==> config.mk <==
export PLATFORM = sky130hd
export DESIGN_NAME = split_pwm_dac
export DESIGN_NICKNAME = d
export VERILOG_FILES = /design/src/rtl/split_pwm_pkg.sv /design/src/rtl/frame_timer.sv /design/src/rtl/word_staging.sv /design/src/rtl/pwm_slice.sv /design/src/rtl/split_pwm_dac.sv
export SDC_FILE = /design/constraint.sdc
export NUM_CORES = 1
export LEC_CHECK = 0
export ABC_AREA = 0
export BUFFER_PORTS_ARGS = -buffer_cell sky130_fd_sc_hd__buf_2
export CAP_MARGIN = 20
export CORE_UTILIZATION = 60
export DETAILED_ROUTE_END_ITERATION = 8
export GPL_TIMING_DRIVEN = 0
export PLACE_DENSITY = 0.9
export SYNTH_ARGS = -nofsm -noshare
export SYNTH_HDL_FRONTEND = slang
export SYNTH_HIERARCHICAL = 1
export SYNTH_SLANG_ARGS = --single-unit
==> constraint.sdc <==
create_clock -name clk -period 2.6 [get_ports clk]
set_input_delay 0.39 -clock clk [delete_from_list [all_inputs] [get_ports clk]]
set_output_delay 0.39 -clock clk [all_outputs]
set_load 0.01 [all_outputs]
==> src/rtl/split_pwm_pkg.sv <==
package split_pwm_pkg;
  // Number of PWM slices a sample word is divided into.
  localparam int unsigned NUM_SLICES = 2;
  // Default slice width and carrier frame length in clock ticks.
  localparam int unsigned DEF_SLICE_W = 6;
  localparam int unsigned DEF_FRAME_LEN = 200;

  // Slice indices: which pin each part of the word drives.
  typedef enum int unsigned {
    SLICE_LOW  = 0,
    SLICE_HIGH = 1
  } slice_idx_e;
endpackage

==> src/rtl/frame_timer.sv <==
module frame_timer #(
  parameter int unsigned FRAME_LEN = 200,
  parameter int unsigned CNT_W = $clog2(FRAME_LEN)
) (
  input  logic             clk,
  input  logic             rst,
  output logic [CNT_W-1:0] pos,
  output logic             at_first,
  output logic             at_last
);
  localparam logic [CNT_W-1:0] LAST_POS = CNT_W'(FRAME_LEN - 1);

  assign at_first = (pos == '0);
  assign at_last  = (pos == LAST_POS);

  always_ff @(posedge clk) begin
    if (rst) begin
      pos <= '0;
    end else if (at_last) begin
      pos <= '0;
    end else begin
      pos <= pos + 1'b1;
    end
  end
endmodule

==> src/rtl/word_staging.sv <==
module word_staging #(
  parameter int unsigned WORD_W = 12
) (
  input  logic              clk,
  input  logic              rst,
  input  logic [WORD_W-1:0] word_in,
  input  logic              word_vld,
  input  logic              commit,
  output logic [WORD_W-1:0] active_word
);
  logic [WORD_W-1:0] staged_word;

  // The last accepted word waits here. It is copied to the active register
  // only at the frame boundary, so a word that is never replaced repeats.
  always_ff @(posedge clk) begin
    if (rst) begin
      staged_word <= '0;
    end else if (word_vld) begin
      staged_word <= word_in;
    end
  end

  always_ff @(posedge clk) begin
    if (rst) begin
      active_word <= '0;
    end else if (commit) begin
      active_word <= staged_word;
    end
  end
endmodule

==> src/rtl/pwm_slice.sv <==
module pwm_slice #(
  parameter int unsigned DUTY_W = 6,
  parameter int unsigned CNT_W = 8
) (
  input  logic              clk,
  input  logic              rst,
  input  logic [CNT_W-1:0]  pos,
  input  logic [DUTY_W-1:0] duty,
  output logic              pwm_q
);
  localparam int unsigned CMP_W = (CNT_W > DUTY_W) ? CNT_W : DUTY_W;

  logic [CMP_W-1:0] pos_ext;
  logic [CMP_W-1:0] duty_ext;

  assign pos_ext  = CMP_W'(pos);
  assign duty_ext = CMP_W'(duty);

  always_ff @(posedge clk) begin
    if (rst) begin
      pwm_q <= 1'b0;
    end else begin
      pwm_q <= (pos_ext < duty_ext);
    end
  end
endmodule

==> src/rtl/split_pwm_dac.sv <==
module split_pwm_dac #(
  parameter int unsigned SLICE_W = split_pwm_pkg::DEF_SLICE_W,
  parameter int unsigned FRAME_LEN = split_pwm_pkg::DEF_FRAME_LEN
) (
  input  logic                                       clk,
  input  logic                                       rst,
  input  logic [split_pwm_pkg::NUM_SLICES*SLICE_W-1:0] sample_in,
  input  logic                                       sample_vld,
  output logic                                       pwm_lo,
  output logic                                       pwm_hi,
  output logic                                       frame_start
);
  import split_pwm_pkg::*;

  localparam int unsigned WORD_W = NUM_SLICES * SLICE_W;
  localparam int unsigned CNT_W = $clog2(FRAME_LEN);

  logic [CNT_W-1:0]  pos;
  logic              at_first;
  logic              at_last;
  logic [WORD_W-1:0] active_word;
  logic [NUM_SLICES-1:0] pwm_vec;

  frame_timer #(
    .FRAME_LEN(FRAME_LEN),
    .CNT_W(CNT_W)
  ) u_timer (
    .clk(clk),
    .rst(rst),
    .pos(pos),
    .at_first(at_first),
    .at_last(at_last)
  );

  word_staging #(
    .WORD_W(WORD_W)
  ) u_staging (
    .clk(clk),
    .rst(rst),
    .word_in(sample_in),
    .word_vld(sample_vld),
    .commit(at_last),
    .active_word(active_word)
  );

  for (genvar s = 0; s < NUM_SLICES; s++) begin : g_slice
    pwm_slice #(
      .DUTY_W(SLICE_W),
      .CNT_W(CNT_W)
    ) u_slice (
      .clk(clk),
      .rst(rst),
      .pos(pos),
      .duty(active_word[s*SLICE_W +: SLICE_W]),
      .pwm_q(pwm_vec[s])
    );
  end

  // Registered beside the slices so all three pins line up on one position.
  always_ff @(posedge clk) begin
    if (rst) begin
      frame_start <= 1'b0;
    end else begin
      frame_start <= at_first;
    end
  end

  assign pwm_lo = pwm_vec[SLICE_LOW];
  assign pwm_hi = pwm_vec[SLICE_HIGH];
endmodule

* Yosys cells after proc, flatten, opt, wreduce, memory -nomap -nowiden *
Cells that the tools add are included.

word-level totals
  bits in registers = 35
  latch bits = 0
  RAM bits = 0
  memory bits (read-only) = 0
  input bits = 15
  output and inout port bits = 3
  word-level logic and storage cells = 12
  memories kept = 0

operators by class
  $add $sub $neg = 1
  $mul = 0
  divide/modulo/power cells = 0
  magnitude comparators = 2
  equal/unequal tests = 1
  shifts and indexed selects = 0
  muxes and demuxes = 0
  bitwise gates (word level) = 0
  reduce and logical (&&, ||, !) cells = 2

operators by type and width
  kind                 count
  $lt 8x6->1           2
  $add 8x1->8 const B  1
  $eq 8x8->1 const B   1
  $logic_not 8->1      1
  $reduce_or 2->1      1

* Depth between registers and ports, before layout *
Gate-level depths: netlist of run 1.

  depth after elaboration = 2
  mapped depth = 6
  depth with buffers taken out = 6

* By module *
Netlist of run 1, hierarchy kept.

modules (own cells, without submodules)
  module         times used  cells each  area an instance (sq um)  seq. area each (sq um)
  word_staging   1           76          843.3                     480.5
  frame_timer    1           43          376.6                     160.2
  pwm_slice      2           18          155.1                     20.0
  split_pwm_dac  1           2           33.8                      20.0

* Least setup slack after synthesis of run 1 *
OpenSTA, ideal clock, no wires.

  kind = register -> register
  start point = register u_timer.pos[5]
  end point = register u_staging.active_word[10]
  library setup time = 117 ps
  arrival time = 1429 ps
  data required time = 2483 ps
  slack = 1054 ps
  cell stages (with the launch flop) = 6
  clock period less this slack = 1546 ps
  cells stage by stage = dfxtp_1 -> or3_1 -> nor2_1 -> buf_6 -> mux2i_1 -> nor2_1

between the ends
  word-level cells in the longest chain between the ends = 1

RTL lines
  what                    RTL line             text
  start, declared         frame_timer.sv:7     output logic [CNT_W-1:0] pos,
  start signal, assigned  frame_timer.sv:22    pos <= pos + 1'b1;
  $eq 8x8->1              frame_timer.sv:14    assign at_last = (pos == LAST_POS);
  named net at_last       split_pwm_dac.sv:20  logic at_last;
  end signal, assigned    word_staging.sv:27   active_word <= staged_word;
  end, declared           word_staging.sv:9    output logic [WORD_W-1:0] active_word

The timed path passes the listed nets, and every way through them passes these cells.
A chain may end at the register's enable or synchronous reset.

* Worst setup path after layout of run 1 *
  start point = register u_timer.pos[0]
  end point = register u_staging.active_word[6]

Same word-level chain as after synthesis.

==> results of run 1 <==
[sequential cells by signal, indices dropped and copies added (netlist names)]
signal	cells
g_slice.u_slice/pwm_q	2
u_staging/active_word	12
u_staging/staged_word	12
frame_start	1
u_timer/pos	8
[Yosys cell counts, drive strengths merged (3+ instances only)]
cell type	count
a21oi	5
buf	4
dfxtp	35
ha	13
inv	13
mux2i	24
nand2b	3
nand3	3
nor2	30
o21ai	5
o21bai	3
or3	4
[critical path, stage by stage, from the launching register on]
cell	delay, ns
dfxtp_1	0.49
ha_1	0.24
nand4_1	0.15
nor2_1	0.33
buf_6	0.23
mux2i_1	0.21
nor2_1	0.06
[final cells by class]
type | count | share of cell area [%]
Buffer | 4 | 1.87
Clock buffer | 7 | 2.59
Clock inverter | 1 | 0.288
Inverter | 13 | 2.81
Multi-Input combinational cell | 105 | 45.0
Sequential cell | 35 | 40.3
Tap cell | 30 | 2.16
Timing Repair Buffer | 17 | 4.90
[path summary, 6_finish.rpt]
check / start / endpoint / cells past startpoint
max: u_timer/pos[0] / u_staging/active_word[6] / 6
min: sample_in[7] / u_staging/staged_word[7] / 3
max reg2reg: u_timer/pos[0] / u_staging/active_word[6] / 6
min reg2reg: u_staging/active_word[2] / u_staging/active_word[2] / 2
[metrics by stage]
| stage | std cells | hold WS, ns | util [%] |
|---|---|---|---|
| 2_1_floorplan | 157 | 0.454 | - |
| 3_3_place_gp | 204 | 0.474 | 68.1 |
| 3_5_place_dp | 204 | 0.485 | 68.1 |
| 4_1_cts | 212 | 0.282 | 70.1 |
| 5_1_grt | 212 | 0.287 | 70.1 |
| 6_report | 212 | 0.298 | 70.1 |
[power groups by stage]
stage               Combinational, mW  Clock (mW)  Sequential [mW]
floorplan                      0.0596           0            0.582
global placement               0.0866           0            0.582
detailed placement             0.0916           0            0.583
CTS                            0.0926       0.287            0.571
global route                    0.105       0.311            0.574
finish                         0.0918       0.274            0.571
[metal layers]
layer	vias to the layer above	track usage, %	wire [um]
li1	583	-	-
met1	523	28.6	1250
met2	23	40.1	1360
met3	2	6.03	94
met4	0	7.89	14
met5	-	0	0
[placed cells by master (no fill, tap or decap)]
cell       count
dfxtp_1       35
nor2_1        30
mux2i_1       24
buf_2         19
inv_1         13
ha_1          13
clkbuf_4       5
o21ai_0        5
a21oi_1        5
or3_1          4
nand2b_1       3
clkbuf_1       2
a2111oi_2      2
o21a_1         2
o21bai_1       2
or4_1          2
buf_6          2
nand4_1        2
xor2_1         2
nand2_1        2
nand3_1        2
nor2b_4        1
clkinv_2       1
nor4_1         1
o21bai_2       1
nand3_2        1
xnor2_1        1
[cells by family after synthesis]
kind of cell,share of synthesized area [%]
AND/OR/NAND/NOR,14.8
flip-flops,44.8
multiplexers,15.4
AO/OA/AOI/OAI,7.76
buffers and inverters,5.20
adder cells (fa/ha/maj),10.4
XOR/XNOR,1.68
==> impl_metrics.tcl, run 1 <==
set metrics [dict create \
    seqPwrFrac_pct 60.9 \
    cts_setup_buffers 0 \
    irDropWorstVdd_mv 0.575 \
    status "finished, final reports clean" \
    finalWorstSetupSlack_ns 0.783 \
    power.leakage_nw 0.719 \
    num_vias 1131 \
    cts_resized 0 \
    cts-buffers-inserted 5 \
    cp.arrival_ns 2.04 \
    synth_cells 157 \
    async_reset_ff_share_pct 0 \
    power_switching_share_pct 24.4 \
    initial_utilization_pct 63.1 \
    cellInternalPower_uw 708 \
    die_x_um 53.1 \
    place_congestion 0.801 \
    min_period_over_period_pct 69.9 \
    crit_path_start_kind "flop" \
    power.total_uw 937 \
    drtIter0Drc 21 \
    powerDensity_nw_per_um2 539 \
    ys_ff_latch 35 \
    antenna_left 0 \
    max_slew_margin_pct 76.0 \
    worst-path-max-fanout 10 \
    overflow 0 \
    hold_viol 0 \
    synth_edf_count 0 \
    switchingPower_uw 228 \
    grt_setup_unrepaired "no" \
    nets 209 \
    hold_class "input port to flop" \
    die_area_um2 2810 \
    drive_gt1_share_pct 17.6 \
    pin_count 18 \
    path_class "flop to flop" \
    clkTransAtPathRegs_ns 0.10 \
    die-height_um 53.1 \
    preCtsSetupSlack_ns 0.811 \
    antenna_found_initial 0 \
    cts_hold_buffers 0 \
    final-setup-viol-count 0 \
    avgViaCountPerCell 5.33 \
    critical_path_required_ns 2.82 \
    syn_area_um2 1560 \
    yosysWarnings 6 \
    placed_area_um2 1690 \
    end_kind "flop" \
    fp-row-count 18 \
    core_um2 2480 \
    synth.distinct_cells 24 \
    final.setup.tns_ns 0 \
    diodes 0 \
    place.port_buffers 17 \
    htreeDepth 2 \
    worst_pin_slew_ns 0.359 \
    routed_wl_um 2720 \
    period_needed_ns 1.82 \
    cts_max_path_buffers 2 \
    maxCapViolCount 0 \
    multi_input_area_um2 782 \
    power_frac_clock_pct 29.3 \
    yosys-top-cells-area "dfxtp_1, mux2i_1, ha_1" \
    fillers 208 \
    finClkSkew_ns 0.00442 \
    cts_tree "built" \
    grt_pass1_vias 1059 \
    r2r_slack_ns 0.78 \
    syn_to_final_growth_pct 11.0 \
    worstSkewPairLatency_ns 0.33 \
    hpwl_um 2000 \
    synth_top_area_cell "dfxtp_1" \
    firstDrtPassIters 4 \
    yosysSeqAreaShare_pct 44.8 \
    avgSynthCellArea_um2 9.96 \
    track_usage_pct 23.6 \
    max_freq_ghz 0.550 \
    synth-main-ff-cell "dfxtp_1" \
    p_comb_share_pct 9.8 \
    final-max-slew-violation-count 0 \
    clock_sinks 35 \
    root_buffer "clkbuf_4" \
    wl_per_cell_um 12.8 \
    netlist.area_leader.share_pct 44.8 \
    grt_max_degree 14 \
    route.detailed.drc 0 \
    regArea_um2 701 \
    syn_nets 185 \
    grt_pass1_wl_um 4650 \
    fin_area_um2 1740 \
]
Note: power is estimated with default switching activity, not from simulation.
==> run 2, diff against run 1 <==
--- a/config.mk
+++ b/config.mk
@@ -8,10 +8,10 @@
 export ABC_AREA = 0
 export BUFFER_PORTS_ARGS = -buffer_cell sky130_fd_sc_hd__buf_2
 export CAP_MARGIN = 20
-export CORE_UTILIZATION = 60
+export CORE_UTILIZATION = 56
 export DETAILED_ROUTE_END_ITERATION = 8
 export GPL_TIMING_DRIVEN = 0
-export PLACE_DENSITY = 0.9
+export PLACE_DENSITY = 0.85
 export SYNTH_ARGS = -nofsm -noshare
 export SYNTH_HDL_FRONTEND = slang
 export SYNTH_HIERARCHICAL = 1
==> constraint.sdc (replaced) <==
create_clock -name clk -period 1.7 [get_ports clk]
set_input_delay 0.255 -clock clk [delete_from_list [all_inputs] [get_ports clk]]
set_output_delay 0.255 -clock clk [all_outputs]
set_load 0.01 [all_outputs]
==> impl_metrics.tcl, run 2 (synthesis gave the netlist of run 1 again) <==
set metrics [dict create \
    status "finished, final reports clean" \
    p_comb_share_pct 9.4 \
    route.detailed.drc 0 \
    crit_path_start_kind "flop" \
    crit_path_top_delay_cell "dfxtp_4" \
    place.port_buffers 17 \
    worst-path-max-fanout 10 \
    cts_max_path_buffers 2 \
    htreeDepth 2 \
    antenna_left 0 \
    initial_utilization_pct 60.9 \
    period_needed_ns 1.59 \
    drive_gt1_share_pct 21.2 \
    final.setup.tns_ns 0 \
    grt_pass1_vias 1142 \
    avgViaCountPerCell 5.56 \
    die_x_um 54.8 \
    hold_viol 0 \
    top_regs "u_staging/active_word (12), u_staging/staged_word (12), u_timer/pos (8)" \
    irDropWorstVdd_mv 0.686 \
    cts_hold_buffers 0 \
    root_buffer "clkbuf_4" \
    worst_pin_slew_ns 0.359 \
    hold_class "input port to flop" \
    path_class "flop to flop" \
    clkTransAtPathRegs_ns 0.10 \
    powerDensity_nw_per_um2 852 \
    critPathMaxStageDelay_ns 0.40 \
    nets 211 \
    clock_sinks 35 \
    routed_wl_um 3160 \
    place_congestion 0.811 \
    cts_tree "built" \
    end_kind "flop" \
    mostFrequentLayoutCells "dfxtp_1, nor2_1, mux2i_1, buf_2" \
    max_freq_ghz 0.631 \
    fillers 206 \
    die-height_um 54.8 \
    critical_path_required_ns 1.94 \
    final-max-slew-violation-count 0 \
    grt_max_degree 14 \
    fp-row-count 18 \
    track_usage_pct 25.0 \
    antenna_found_initial 0 \
    core_um2 2570 \
    firstDrtPassIters 4 \
    preCtsSetupSlack_ns -0.119 \
    syn_to_final_growth_pct 14.5 \
    power.leakage_nw 0.737 \
    power_frac_clock_pct 33.3 \
    grt_pass1_wl_um 4900 \
    final-setup-viol-count 0 \
    pin_count 18 \
    switchingPower_uw 359 \
    maxCapViolCount 0 \
    overflow 0 \
    min_period_over_period_pct 93.3 \
    cts-buffers-inserted 5 \
    seqPwrFrac_pct 57.2 \
    power_switching_share_pct 23.6 \
    timing.hold.ws_ns 0.142 \
    hpwl_um 2160 \
    die_area_um2 3010 \
    num_vias 1190 \
    grt_setup_unrepaired "no" \
    wl_per_cell_um 14.8 \
    diodes 0 \
    max_slew_margin_pct 76.0 \
    mostFrequentLayoutCell "dfxtp_1" \
    finClkSkew_ns 0.00488 \
    drtIter0Drc 36 \
    finalWorstSetupSlack_ns 0.114 \
    cellInternalPower_mw 1.17 \
    cp.arrival_ns 1.82 \
    worstSkewPairLatency_ns 0.34 \
    path_cells "ha_1 -> nand4_1 -> nor2_4 -> buf_6 -> mux2i_1 -> nor2_1" \
]
## run 2: cell types whose count changed in the layout (fill, tap and decap cells not counted), sizes merged
cell | previous run | this run
clkbuf | 7 | 8
buf | 21 | 23
clkinv | 1 | 0
## run 2: power by group through the flow
stage	Clock (mW)	Combinational [mW]	Sequential, mW
after floorplan	0	0.0912	0.889
after global placement	0	0.133	0.891
after detailed placement	0	0.142	0.893
after CTS	0.523	0.143	0.874
after global routing	0.557	0.158	0.877
final	0.508	0.144	0.873
## run 2: routing by layer
| layer | part of all wire (%) | global-route usage [%] |
|---|---|---|
| met1 | 39 | 25.9 |
| met2 | 50 | 41.2 |
| met3 | 6.8 | 9.72 |
| met4 | 3.4 | 17.1 |
| met5 | 0 | 0 |
## run 2: worst paths after layout
path	startpoint	endpoint	slack, ns	depth (start not counted)
worst max register to register	u_timer/pos[0]	u_staging/active_word[9]	0.11	6
worst min-delay path	sample_in[1]	u_staging/staged_word[1]	0.14	3
worst min register to register	u_timer/pos[0]	u_timer/pos[0]	0.48	1
worst max-delay path	u_timer/pos[0]	u_staging/active_word[9]	0.11	6
## run 2: repair_timing
item | 4_1_cts | 5_1_grt
setup buffers | 0 | 2
setup endpoints to repair | 10 | 10
gates resized for setup | 3 | 4
pin swaps | 0 | 1
gates cloned | 0 | 0
## run 2: worst max-delay path: cells and delay by family, from the launching register on
kind | cells | cell delay [ns]
adders and majority gates | 1 | 0.21
buffers and inverters | 1 | 0.18
DFF | 1 | 0.40
muxes | 1 | 0.22
and+or+nand+nor | 3 | 0.47
## run 2: through the flow
stage	cells	utilization, %	area, um^2	power (mW)
after floorplan	157	-	1560	0.981
after global placement	204	65.7	1690	1.02
after detailed placement	204	65.7	1690	1.03
after CTS	212	68.7	1760	1.54
after global routing	214	69.7	1790	1.59
final	214	69.7	1790	1.53
## run 2: final cells by class
class	instances	area, um^2	share of cell area (%)
sequential	35	708	39.6
clock buffer	8	68.8	3.84
tap	30	37.5	2.10
multi-input combinational	105	795	44.4
inverter	13	48.8	2.73
timing repair buffer	19	100	5.59
buffer	4	32.5	1.82
